<file path="src/rtl/exc_seq_pkg.sv">
package exc_seq_pkg;

   typedef enum logic [1:0] {
      EK_NONE = 2'd0,
      EK_IRQ  = 2'd1,
      EK_PABT = 2'd2,
      EK_DABT = 2'd3
   } exc_kind_e;

   typedef enum logic [1:0] {
      SQ_RUN  = 2'd0,
      SQ_HALT = 2'd1,
      SQ_STOP = 2'd2
   } seq_state_e;

   // low-byte status rewrite per kind: cleared bits, then set bits
   localparam logic [7:0] IRQ_CLR = 8'hFF;
   localparam logic [7:0] IRQ_SET = 8'hD2;
   localparam logic [7:0] ABT_CLR = 8'hBF;
   localparam logic [7:0] ABT_SET = 8'h97;

   // vector offsets from the base
   localparam logic [7:0] VEC_IRQ  = 8'h18;
   localparam logic [7:0] VEC_PABT = 8'h0C;
   localparam logic [7:0] VEC_DABT = 8'h10;

   // link increments applied only in compressed mode
   localparam logic [3:0] LNK_IRQ  = 4'd2;
   localparam logic [3:0] LNK_PABT = 4'd2;
   localparam logic [3:0] LNK_DABT = 4'd4;

endpackage

</file>
<file path="src/rtl/exc_arbiter.sv">
module exc_arbiter
   import exc_seq_pkg::*;
(
   input  logic      clk,
   input  logic      rst_n,
   input  logic      allow,
   input  logic      irq_ok,
   input  logic      dabt_req,
   input  logic      pabt_req,
   output exc_kind_e sel
);

   logic pend_d;
   logic pend_p;
   logic want_d;
   logic want_p;

   assign want_d = pend_d | dabt_req;
   assign want_p = pend_p | pabt_req;

   // fixed priority: data abort, prefetch abort, interrupt
   always_comb begin
      sel = EK_NONE;
      if (allow) begin
         if (want_d)
            sel = EK_DABT;
         else if (want_p)
            sel = EK_PABT;
         else if (irq_ok)
            sel = EK_IRQ;
      end
   end

   always_ff @(posedge clk or negedge rst_n) begin
      if (!rst_n) begin
         pend_d <= 1'b0;
         pend_p <= 1'b0;
      end else begin
         pend_d <= want_d & (sel != EK_DABT);
         pend_p <= want_p & (sel != EK_PABT);
      end
   end

endmodule

</file>
<file path="src/rtl/exc_frame.sv">
module exc_frame
   import exc_seq_pkg::*;
#(
   parameter int DATA_W   = 32,
   parameter int ADDR_W   = 32,
   parameter int CBIT     = 5,
   parameter bit HIGH_VEC = 1'b1
)(
   input  exc_kind_e          kind,
   input  logic [DATA_W-1:0]  stat,
   input  logic [ADDR_W-1:0]  pc,
   output logic [DATA_W-1:0]  nstat,
   output logic [ADDR_W-1:0]  link,
   output logic [ADDR_W-1:0]  jump
);

   localparam logic [ADDR_W-1:0] BASE_HI = {ADDR_W{1'b1}} << 16;

   logic [ADDR_W-1:0] base;
   logic [7:0]        clr8;
   logic [7:0]        set8;
   logic [7:0]        vec8;
   logic [3:0]        lnk4;

   generate
      if (HIGH_VEC) begin : g_base_hi
         assign base = BASE_HI;
      end else begin : g_base_lo
         assign base = '0;
      end
   endgenerate

   always_comb begin
      clr8 = 8'h00;
      set8 = 8'h00;
      vec8 = 8'h00;
      lnk4 = 4'd0;
      case (kind)
         EK_IRQ: begin
            clr8 = IRQ_CLR;
            set8 = IRQ_SET;
            vec8 = VEC_IRQ;
            lnk4 = LNK_IRQ;
         end
         EK_PABT: begin
            clr8 = ABT_CLR;
            set8 = ABT_SET;
            vec8 = VEC_PABT;
            lnk4 = LNK_PABT;
         end
         EK_DABT: begin
            clr8 = ABT_CLR;
            set8 = ABT_SET;
            vec8 = VEC_DABT;
            lnk4 = LNK_DABT;
         end
         default: ;
      endcase
   end

   assign nstat = (stat & ~DATA_W'(clr8)) | DATA_W'(set8);
   assign link  = pc + (stat[CBIT] ? ADDR_W'(lnk4) : '0);
   assign jump  = base + ADDR_W'(vec8);

endmodule

</file>
<file path="src/rtl/exc_ctl.sv">
module exc_ctl
   import exc_seq_pkg::*;
(
   input  logic       clk,
   input  logic       rst_n,
   input  logic       halt_req,
   input  logic       irq_req,
   input  logic       wake_irq_en,
   input  logic       sel_pabt,
   input  logic       vec_exec_ok,
   output logic       allow,
   output logic       irq_gate,
   output logic       stop_now,
   output seq_state_e st
);

   logic running;
   logic waking;
   seq_state_e st_nx;

   assign running  = (st == SQ_RUN);
   assign waking   = (st == SQ_HALT) & irq_req;
   assign allow    = running | waking;
   assign irq_gate = running | (waking & wake_irq_en);
   assign stop_now = allow & sel_pabt & ~vec_exec_ok;

   always_comb begin
      st_nx = st;
      if (stop_now)
         st_nx = SQ_STOP;
      else if (running & halt_req)
         st_nx = SQ_HALT;
      else if (waking)
         st_nx = SQ_RUN;
   end

   always_ff @(posedge clk or negedge rst_n) begin
      if (!rst_n)
         st <= SQ_RUN;
      else
         st <= st_nx;
   end

endmodule

</file>
<file path="src/rtl/exc_entry_seq.sv">
module exc_entry_seq
   import exc_seq_pkg::*;
#(
   parameter int DATA_W   = 32,
   parameter int ADDR_W   = 32,
   parameter int CBIT     = 5,
   parameter int IBIT     = 7,
   parameter bit HIGH_VEC = 1'b1
)(
   input  logic              clk,
   input  logic              rst_n,
   input  logic [DATA_W-1:0] stat_in,
   input  logic [ADDR_W-1:0] pc_in,
   input  logic              irq_req,
   input  logic              pabt_req,
   input  logic              dabt_req,
   input  logic              halt_req,
   input  logic              wake_irq_en,
   input  logic              vec_exec_ok,
   output logic              ent_vld,
   output logic [1:0]        ent_kind,
   output logic [DATA_W-1:0] new_stat,
   output logic [DATA_W-1:0] saved_stat,
   output logic [ADDR_W-1:0] link_addr,
   output logic [ADDR_W-1:0] jump_addr,
   output logic              halted,
   output logic              stopped
);

   generate
      if (DATA_W < 16) begin : g_bad_data_w
         $error("exc_entry_seq: DATA_W must be at least 16");
      end
      if (ADDR_W < 17) begin : g_bad_addr_w
         $error("exc_entry_seq: ADDR_W must be at least 17");
      end
      if (CBIT >= 8 || IBIT >= 8) begin : g_bad_bits
         $error("exc_entry_seq: mode bits must lie in the low byte");
      end
   endgenerate

   exc_kind_e         sel;
   seq_state_e        st;
   logic              allow;
   logic              irq_gate;
   logic              irq_ok;
   logic              stop_now;
   logic              issue;
   logic [DATA_W-1:0] fr_nstat;
   logic [ADDR_W-1:0] fr_link;
   logic [ADDR_W-1:0] fr_jump;

   assign irq_ok = irq_req & ~stat_in[IBIT] & irq_gate;
   assign issue  = (sel != EK_NONE) & ~stop_now;

   exc_ctl u_ctl (
      .clk         (clk),
      .rst_n       (rst_n),
      .halt_req    (halt_req),
      .irq_req     (irq_req),
      .wake_irq_en (wake_irq_en),
      .sel_pabt    (sel == EK_PABT),
      .vec_exec_ok (vec_exec_ok),
      .allow       (allow),
      .irq_gate    (irq_gate),
      .stop_now    (stop_now),
      .st          (st)
   );

   exc_arbiter u_arb (
      .clk      (clk),
      .rst_n    (rst_n),
      .allow    (allow),
      .irq_ok   (irq_ok),
      .dabt_req (dabt_req),
      .pabt_req (pabt_req),
      .sel      (sel)
   );

   exc_frame #(
      .DATA_W   (DATA_W),
      .ADDR_W   (ADDR_W),
      .CBIT     (CBIT),
      .HIGH_VEC (HIGH_VEC)
   ) u_frame (
      .kind  (sel),
      .stat  (stat_in),
      .pc    (pc_in),
      .nstat (fr_nstat),
      .link  (fr_link),
      .jump  (fr_jump)
   );

   always_ff @(posedge clk or negedge rst_n) begin
      if (!rst_n) begin
         ent_vld    <= 1'b0;
         ent_kind   <= 2'd0;
         new_stat   <= '0;
         saved_stat <= '0;
         link_addr  <= '0;
         jump_addr  <= '0;
      end else begin
         ent_vld    <= issue;
         ent_kind   <= issue ? sel : EK_NONE;
         new_stat   <= issue ? fr_nstat : '0;
         saved_stat <= issue ? stat_in : '0;
         link_addr  <= issue ? fr_link : '0;
         jump_addr  <= issue ? fr_jump : '0;
      end
   end

   assign halted  = (st == SQ_HALT);
   assign stopped = (st == SQ_STOP);

endmodule

</file>
<file path="config.mk">
export PLATFORM = sky130hd
export DESIGN_NAME = exc_entry_seq
export DESIGN_NICKNAME = d
export VERILOG_FILES = /design/src/rtl/exc_seq_pkg.sv /design/src/rtl/exc_arbiter.sv /design/src/rtl/exc_frame.sv /design/src/rtl/exc_ctl.sv /design/src/rtl/exc_entry_seq.sv
export SDC_FILE = /design/constraint.sdc
export NUM_CORES = 1
export LEC_CHECK = 0
export BUFFER_PORTS_ARGS = -buffer_cell sky130_fd_sc_hd__buf_2
export CAP_MARGIN = 10
export CORE_UTILIZATION = 45
export DETAILED_ROUTE_END_ITERATION = 6
export PLACE_DENSITY = 0.91
export SYNTH_ARGS = -nofsm -noshare
export SYNTH_HDL_FRONTEND = slang
export SYNTH_SLANG_ARGS = --single-unit
</file>
<file path="constraint.sdc">
create_clock -name clk -period 3.88 [get_ports clk]
set_input_delay 0.776 -clock clk [delete_from_list [all_inputs] [get_ports clk]]
set_output_delay 0.776 -clock clk [all_outputs]
set_load 0.02 [all_outputs]
</file>
Word-level counts from Yosys, hierarchy flattened
Index checks and enable logic that the tools add are counted.
Widths: inputs -> output; s select.
{"block": "totals", "inputBits": 72, "ram_bits": 0, "romBits": 0, "memories": 0, "regBits": 135, "latch_bits": 0, "output_inout_bits": 133, "wordCells": 60}
{"block": "classes", "div": 0, "n_mul": 0, "bitwise": 20, "shift": 0, "n_mux": 17, "magnitude_cmp": 0, "n_eq_ne": 7, "add_sub_neg": 2, "reduce_logical": 5}
{"cell": "$mux 32", "n": 4}
{"cell": "$add 32x32->32", "n": 1}
{"cell": "$and 32x32->32", "n": 1}
{"cell": "$not 8->32", "n": 1}
{"cell": "$or 32x8->32", "n": 1}
{"cell": "$pmux 8 s2", "n": 2}
{"cell": "$add 17x6->18 const A", "n": 1}
{"cell": "$pmux 5 s3", "n": 1}
{"cell": "$mux 2", "n": 7}
{"cell": "$and 1x1->1", "n": 10}
{"cell": "$eq 2x2->1 const B", "n": 3}
{"cell": "$pmux 3 s2", "n": 1}
{"cell": "$eq 2x1->1 const B", "n": 2}
{"cell": "$ne 2x2->1 const B", "n": 2}
{"cell": "$or 1x1->1", "n": 4}
{"cell": "$reduce_or 2->1", "n": 2}
{"cell": "$mux 3", "n": 1}
{"cell": "$not 1->1", "n": 3}
{"cell": "$reduce_bool 3->1", "n": 1}
{"cell": "$logic_not 2->1", "n": 1}
{"cell": "$reduce_bool 2->1", "n": 1}
{"cell": "$mux 1", "n": 1}

Logic depth before layout (Yosys ltp)
Gate-level depths: netlist (run 1).
{"block": "depth", "word_depth": 16, "mapped_depth": 12, "mapped_depth_nobuf": 12}

Hierarchy
From an unflattened synthesis (run 1), not the netlist that was laid out.
{"block": "unflattened", "hier_cells": 466, "hier_area_um2": 5965.7}
{"mod": "exc_entry_seq", "cells_per_inst": 281, "area_each_um2": 4554.4, "seq_area_each_um2": 3278.1, "n_inst": 1}
{"mod": "exc_frame", "cells_per_inst": 163, "area_each_um2": 1204.9, "seq_area_each_um2": 0.0, "n_inst": 1}
{"mod": "exc_ctl", "cells_per_inst": 12, "area_each_um2": 111.4, "seq_area_each_um2": 50.0, "n_inst": 1}
{"mod": "exc_arbiter", "cells_per_inst": 10, "area_each_um2": 95.1, "seq_area_each_um2": 50.0, "n_inst": 1}

Worst setup path before layout (run 1)
OpenSTA, ideal clock, no wires.
{"block": "synth_path", "path_kind": "input to register", "startpoint": "in wake_irq_en", "endpoint": "reg link_addr[29]", "arrival_time_ns": 3.566, "t_required_ns": 3.802, "setup_slack_ns": 0.236, "path_stages": 11, "n_path_buf": 0, "setup_time_ns": 0.078, "cell_sequence": "o2111a_1 -> o31ai_1 -> inv_1 -> ha_1 -> nor2b_1 -> ha_1 -> fa_1 -> nand4_2 -> or3_4 -> or4_1 -> a21oi_1"}
{"block": "synth_between", "elab_chain_cells": 13, "word_cells_on_any_way": 20, "cone_classes": "add/sub: 1; eq/ne: 3; mux: 7; bitwise: 7; reduce/logical: 2"}
{"item": "start: declaration", "line_no": "exc_entry_seq.sv:18", "rtl": "input logic wake_irq_en,"}
{"item": "$and 1x1->1 (*)", "line_no": "exc_ctl.sv:24", "rtl": "assign irq_gate = running | (waking & wake_irq_en);"}
{"item": "$or 1x1->1 (*)", "line_no": "exc_ctl.sv:24"}
{"item": "$and 1x1->1 (*)", "line_no": "exc_entry_seq.sv:53", "rtl": "assign irq_ok = irq_req & ~stat_in[IBIT] & irq_gate;"}
{"item": "$mux 1 (*)", "line_no": "exc_arbiter.sv:29", "rtl": "else if (irq_ok)"}
{"item": "$mux 2 (*)", "line_no": "exc_arbiter.sv:27", "rtl": "else if (want_p)"}
{"item": "$mux 2 (*)", "line_no": "exc_arbiter.sv:25", "rtl": "if (want_d)"}
{"item": "$mux 2 (*)", "line_no": "exc_arbiter.sv:24", "rtl": "if (allow) begin"}
{"item": "$eq 2x2->1 / $eq 2x1->1 (equally long branches)", "line_no": "exc_frame.sv:38, exc_entry_seq.sv:62"}
{"item": "$reduce_or 2->1 (no source line) / $and 1x1->1 (equally long branches)"}
{"item": "$pmux 3 s2 / $and 1x1->1 (equally long branches)", "line_no": "exc_frame.sv:38, exc_ctl.sv:25"}
{"item": "$mux 3 / $not 1->1 (equally long branches)", "line_no": "exc_frame.sv:62, exc_entry_seq.sv:54"}
{"item": "$add 32x32->32 / $and 1x1->1 (equally long branches)", "line_no": "exc_frame.sv:62, exc_entry_seq.sv:54"}
{"item": "$mux 32 (*)", "line_no": "exc_entry_seq.sv:107", "rtl": "link_addr <= issue ? fr_link : '0;"}
{"item": "end signal: assignment", "line_no": "exc_entry_seq.sv:107"}
{"item": "end: declaration", "line_no": "exc_entry_seq.sv:24", "rtl": "output logic [ADDR_W-1:0] link_addr,"}
Mark *: on every way between the ends. The rest lies on a longest branch, timed or not.
A chain may end at the register's enable or synchronous reset.

Worst setup path after layout (run 1)
{"block": "layout_path", "startpoint": "reg u_ctl.st[0]", "endpoint": "reg link_addr[25]"}
{"block": "layout_between", "elab_chain_cells": 15, "word_cells_on_any_way": 24, "cone_classes": "add/sub: 1; eq/ne: 4; mux: 7; bitwise: 9; reduce/logical: 3"}
{"item": "start: declaration", "line_no": "exc_ctl.sv:14", "rtl": "output seq_state_e st"}
{"item": "start signal: assignment", "line_no": "exc_ctl.sv:41", "rtl": "st <= st_nx;"}
{"item": "$eq 2x1->1", "line_no": "exc_ctl.sv:22", "rtl": "assign waking = (st == SQ_HALT) & irq_req;"}
{"item": "$and 1x1->1", "line_no": "exc_ctl.sv:22"}
{"item": "$and 1x1->1", "line_no": "exc_ctl.sv:24"}
{"item": "$or 1x1->1", "line_no": "exc_ctl.sv:24"}
{"item": "$and 1x1->1", "line_no": "exc_entry_seq.sv:53"}
{"item": "$mux 1", "line_no": "exc_arbiter.sv:29"}
{"item": "$mux 2", "line_no": "exc_arbiter.sv:27"}
{"item": "$mux 2", "line_no": "exc_arbiter.sv:25"}
{"item": "$mux 2", "line_no": "exc_arbiter.sv:24"}
{"item": "$eq 2x2->1 / $eq 2x1->1 (equally long branches)", "line_no": "exc_frame.sv:38, exc_entry_seq.sv:62"}
{"item": "$reduce_or 2->1 (no source line) / $and 1x1->1 (equally long branches)"}
{"item": "$pmux 3 s2 / $and 1x1->1 (equally long branches)", "line_no": "exc_frame.sv:38, exc_ctl.sv:25"}
{"item": "$mux 3 / $not 1->1 (equally long branches)", "line_no": "exc_frame.sv:62, exc_entry_seq.sv:54"}
{"item": "$add 32x32->32 / $and 1x1->1 (equally long branches)", "line_no": "exc_frame.sv:62, exc_entry_seq.sv:54"}
{"item": "$mux 32 (*)", "line_no": "exc_entry_seq.sv:107"}
Marks and branches as above.

==> results.toml, run 1 <==
[grt]
antenna_found_initial = 1
grtUsageMet2_pct = 39.6
met1_usage_pct = 24.4
grt_first_pass_wirelength_mm = 14.4
grt_max_degree = 82
busiest_layer = "met2"
grt-ovfl-total = 0
grtUsageMet3_pct = 4.63
grt_pass1_vias = 2874
grt_use_total_pct = 21.9

[timing]
final.period_utilization_pct = 86.5
setup-tns-final_ps = 0
hold_viol_final = 0
setup_violations = 0
fmax_mhz = 298
finClkSkew_ps = 9.32
rsz0062_at_grt = "no"
drv_slew = 0
fin_crit_ps = 3360
max_slew.worst_pin.slew_ps = 999
fin_hold_ws_ps = 579
slew-limit-headroom_pct = 33.4

[synthesis]
yosys_most_used_dff = "dfrtp_1"
synth_edf_count = 0
ys_warn_count = 0
synth_area_leader_cell = "dfrtp_1"
ys_seq_area_share_pct = 53.7
synthDistinctLibCells = 34
async_flop_share_pct = 100
ys_seq_elements = 81
syn_inst = 358
syn_avg_cell_area_um2 = 10.5
netlist_top_cells_area = "dfrtp_1 (54%), buf_4 (11%), and2_1 (5.3%)"
syn_area_um2 = 3770
yosysTopAreaCellShare_pct = 53.7

[final_layout]
layout-drive-gt1-share_pct = 42.1
area_growth_syn_to_layout_pct = 26.0
final_cells = 623
n_antenna_cell = 0
fin_nets = 592
fill_cells = 758
multi_input_area_um2 = 1300
register_area_um2 = 2030

[status]
status = "finished clean"

[clocking]
ctsLongestPathBuffers = 2
cts_root_buf = "clkbuf_8"
cts_num_sinks = 81
cts_resized = 0
cts_buffers = 9
htreeDepth = 3
cts_hold_buf = 0
path_clk_slew_ps = 80
clkLatencyLatePin_ps = 350
cts_setup_buffers = 0
cts_tree = "done"

[floorplanning]
num_rows = 33
start_util_pct = 46.2
die_height_um = 93.6
die_x_um = 93.6
ios = 205
dieArea_um2 = 8760
core-area_um2 = 8180

[setup_path]
worstPathCellList = "nor2_1 > o2111a_1 > o31ai_1 > inv_1 > ha_1 > nor2b_1 > ha_1 > fa_1 > nand4_2 > or3_4 > or4_1 > a21oi_1"
cp-end-kind = "flip-flop"
crit_start = "u_ctl.st[0]"
slowest_stage = "or4_1"
cp.required_ps = 4150
r2r_start = "u_ctl.st[0]"
path_class = "flip-flop to flip-flop"
cp_max_fo = 6
cp_common_cell = "ha_1"
worst_setup_path_start_kind = "flip-flop"
crit_arrival_ps = 3630
critPathMaxStageDelay_ps = 480

[min_path]
hp-class = "primary input to async pin"

[drt]
routedWlPerCell_um = 15.1
viasPerCell = 5.08
num_vias = 3164
drt_iter0_drc = 95
drc = 0
drtPass1Iterations = 4
ant_nets = 0
drt_wl_total_mm = 9.42

[placement]
gp_congestion = 0.926
placed_cells = 607
io_buffers = 191
post-dp-hpwl_mm = 7.05

[pwr]
ir_drop_mv = 0.192
p_leak_nw = 2.74
power_density_nw_per_um2 = 359

[run]
maxCapViolCount = 0
sequential cells by signal, summed over array words and instances, names as in the netlist:
register / count
saved_stat: 31
link_addr: 32
u_arb.pend_d: 1
u_ctl.st: 2
new_stat: 9
u_arb.pend_p: 1
jump_addr: 4
ent_kind: 1
power breakdown:
group	internal, mW	switching (mW)
logic	0.0372	0.0680
clock network	0.448	0.309
registers	0.843	0.0000000000000000715
layer usage:
layer | part of all wire [%] | vias up
li1 | - | 1457
met1 | 37 | 1514
met2 | 54 | 167
met3 | 6.8 | 24
met4 | 2.7 | 2
met5 | 0.13 | -
cells in the mapped netlist, types with 3 or more instances:
master and number:
nand4_1 8, or3_1 3, or4_1 12, a21oi_1 22
nor2b_1 3, nor2_1 32, o31ai_1 14, nand3_1 10
xnor2_1 8, nand2_1 12, clkbuf_1 10, buf_4 54
ha_1 6, dfrtp_1 81, and2_1 32, inv_1 13
and4_1 4, and3_1 3, o21ai_0 5, xor2_1 6
nor4_1 4
cell families after synthesis:
logic type	Yosys count	share of synthesized area [%]
compound gates	46	7.49
xor+xnor	14	3.25
fa+ha+maj	7	2.52
buf+inv	77	13.0
flops	81	53.7
other cells	1	0.0994
simple gates	132	19.9
placed cells by master (no fill, tap or decap), types with 8 or more instances in the layout:
master / Yosys / layout
nor2_1: 32 / 32
a21oi_1: 22 / 22
nand4_1: 8 / 8
clkbuf_8: 0 / 10
nand2_1: 12 / 12
nand3_1: 10 / 10
xnor2_1: 8 / 8
and2_1: 32 / 32
dfrtp_1: 81 / 81
o31ai_1: 14 / 14
inv_1: 13 / 13
buf_2: 0 / 190
or4_1: 12 / 12
conb_1: 1 / 13
per-stage QoR:
stage	area [um2]	setup slack (ps)	utilization, %	power (mW)
after global placement	4500	320	55.1	0.962
after detailed placement	4500	193	55.1	0.965
after global routing	4750	186	58.1	1.78
after floorplan	3820	236	-	0.903
final	4750	523	58.1	1.71
after CTS	4750	553	58.1	1.72
cell type report:
type	count	share of cell area, %
sequential	81	42.6
multi-input combinational	212	27.3
timing repair buffer	196	21.0
clock buffer	10	2.90
tap	105	2.76
clock inverter	6	2.37
inverter	13	1.03
critical path: cells and delay by family (launching register included):
kind	cells	cell delay (ps)
flip-flops	1	450
AND/OR/NAND/NOR	5	1190
adder cells (fa/ha/maj)	3	840
buffers and inverters	1	90
AO/OA/AOI/OAI	3	700
path summary, 6_finish.rpt:
check / endpoint / slack, ps / cells past startpoint
setup / recovery: link_addr[25] / 520 / 12
hold / removal: ent_kind[1] / 580 / 1
setup reg to reg: link_addr[25] / 520 / 12
hold reg to reg: u_arb.pend_p / 580 / 2
max in group asynchronous: link_addr[4] / 2660 / 1
min in group clk: u_arb.pend_p / 580 / 2
(Power assumes the default switching activity.)
==> run 2: changes to the inputs <==
--- a/config.mk
+++ b/config.mk
@@ -9,6 +9,7 @@
 export CAP_MARGIN = 10
 export CORE_UTILIZATION = 45
 export DETAILED_ROUTE_END_ITERATION = 6
+export MAX_ROUTING_LAYER = met4
 export PLACE_DENSITY = 0.91
 export SYNTH_ARGS = -nofsm -noshare
 export SYNTH_HDL_FRONTEND = slang
==> results.toml, run 2 (synthesis gave the netlist of run 1 again) <==
[timing]
fin_crit_ps = 3340
setup_ws_ps = 539
finClkSkew_ps = 8.42
hold_viol_final = 0
fmax_mhz = 299
drv_slew = 0
final.period_utilization_pct = 86.1
setup_violations = 0
max_slew.worst_pin.slew_ps = 986
fin_hold_ws_ps = 572
setup-tns-final_ps = 0
rsz0062_at_grt = "no"
slew-limit-headroom_pct = 34.2

[grt]
antenna_found_initial = 1
grt-ovfl-total = 0
grt_pass1_vias = 2868
grt_use_total_pct = 22.5
grt_max_degree = 82
grt_first_pass_wirelength_mm = 14.4

[floorplanning]
core-area_um2 = 8180
ios = 205
num_rows = 33
die_height_um = 93.6
dieArea_um2 = 8760
start_util_pct = 46.2
die_x_um = 93.6

[final_layout]
layout_common_cells = "buf_2 (190), dfrtp_1 (81), nor2_1 (32), and2_1 (32), a21oi_1 (22)"
largest_registers = "link_addr (32), saved_stat (31), new_stat (9)"
final_core_util_pct = 58.2
layout_commonest_cell = "buf_2"
final_cells = 624
fin_nets = 592
layout-drive-gt1-share_pct = 42.1
max_flop_register = "link_addr"
area_growth_syn_to_layout_pct = 26.0
finish.instance_area_um2 = 4760
largest_reg_flops = 32

[clocking]
cts_tree = "done"
path_clk_slew_ps = 90
htreeDepth = 3
ctsLongestPathBuffers = 2
cts_setup_buffers = 0
cts_resized = 0
cts_root_buf = "clkbuf_8"
cts_hold_buf = 0
cts_num_sinks = 81
cts_buffers = 9
clkLatencyLatePin_ps = 350

[setup_path]
cp-end-kind = "flip-flop"
worst_setup_path_start_kind = "flip-flop"
cp_max_fo = 6
cp.required_ps = 4160
path_class = "flip-flop to flip-flop"
crit_arrival_ps = 3620

[drt]
drc = 0
top_layer = "met4"
drt_wl_total_mm = 9.37
viasPerCell = 5.02
dr_wl_met2_mm = 5.03
routedWlPerCell_um = 15.0
num_vias = 3135
drtPass1Iterations = 4
wl_met3_um = 662
drt-met1-wl_mm = 3.40
ant_nets = 0
drt_iter0_drc = 99

[pwr]
p_total_mw = 1.71
ir_drop_mv = 0.194
p_leak_nw = 2.74
power_density_nw_per_um2 = 359

[placement]
placed_cells = 607
pre_cts_slack_ps = 193
post-dp-hpwl_mm = 7.05
gp_congestion = 0.943
io_buffers = 191
place_area_um2 = 4500

[run]
maxCapViolCount = 0

[min_path]
hp-class = "primary input to async pin"

[status]
status = "finished clean"
run 2: cell count changes in the layout (fill, tap and decap cells not counted), sizes merged:
cell   previous run  this run
diode             0         1
run 2: cell type report:
cell class,instances,area (um2)
Sequential cell,81,2030
Timing Repair Buffer,196,996
Inverter,13,48.8
Multi-Input combinational cell,212,1300
Clock buffer,10,138
Fill cell,757,3420
Tap cell,105,131
Antenna cell,1,2.50
Clock inverter,6,113
run 2: power by group:
group	internal, mW	total, mW	leakage, nW	switching, mW
combinational	0.0372	0.105	1.49	0.0676
clock	0.449	0.759	0.127	0.310
sequential	0.843	0.843	1.12	0.0000000000000000676
total	1.33	1.71	2.74	0.378
run 2: worst max-delay path, stage by stage, from the launching register on:
cell      delay (ps)
dfrtp_1          440
nor2_1            90
o2111a_1         260
o31ai_1          290
inv_1             90
ha_1             320
nor2b_1          120
ha_1             230
fa_1             290
nand4_2          140
or3_4            370
or4_1            480
a21oi_1          150
run 2: final timing paths:
kind                                    from             to  slack [ps]  cells after the start
min in group clk                u_arb.pend_p   u_arb.pend_p         570                      2
worst min-delay path                   rst_n    ent_kind[1]         570                      1
max in group asynchronous              rst_n  saved_stat[9]        2670                      1
worst max-delay path             u_ctl.st[1]  link_addr[25]         540                     12
worst min register to register  u_arb.pend_p   u_arb.pend_p         570                      2
worst max register to register   u_ctl.st[1]  link_addr[25]         540                     12
run 2: layer usage:
metal | global-route usage, % | up-vias
met1 | 24.2 | 1487
met3 | 4.63 | 22
li1 | - | 1456
met4 | 10.6 | 0
met5 | - | -
met2 | 39.7 | 170
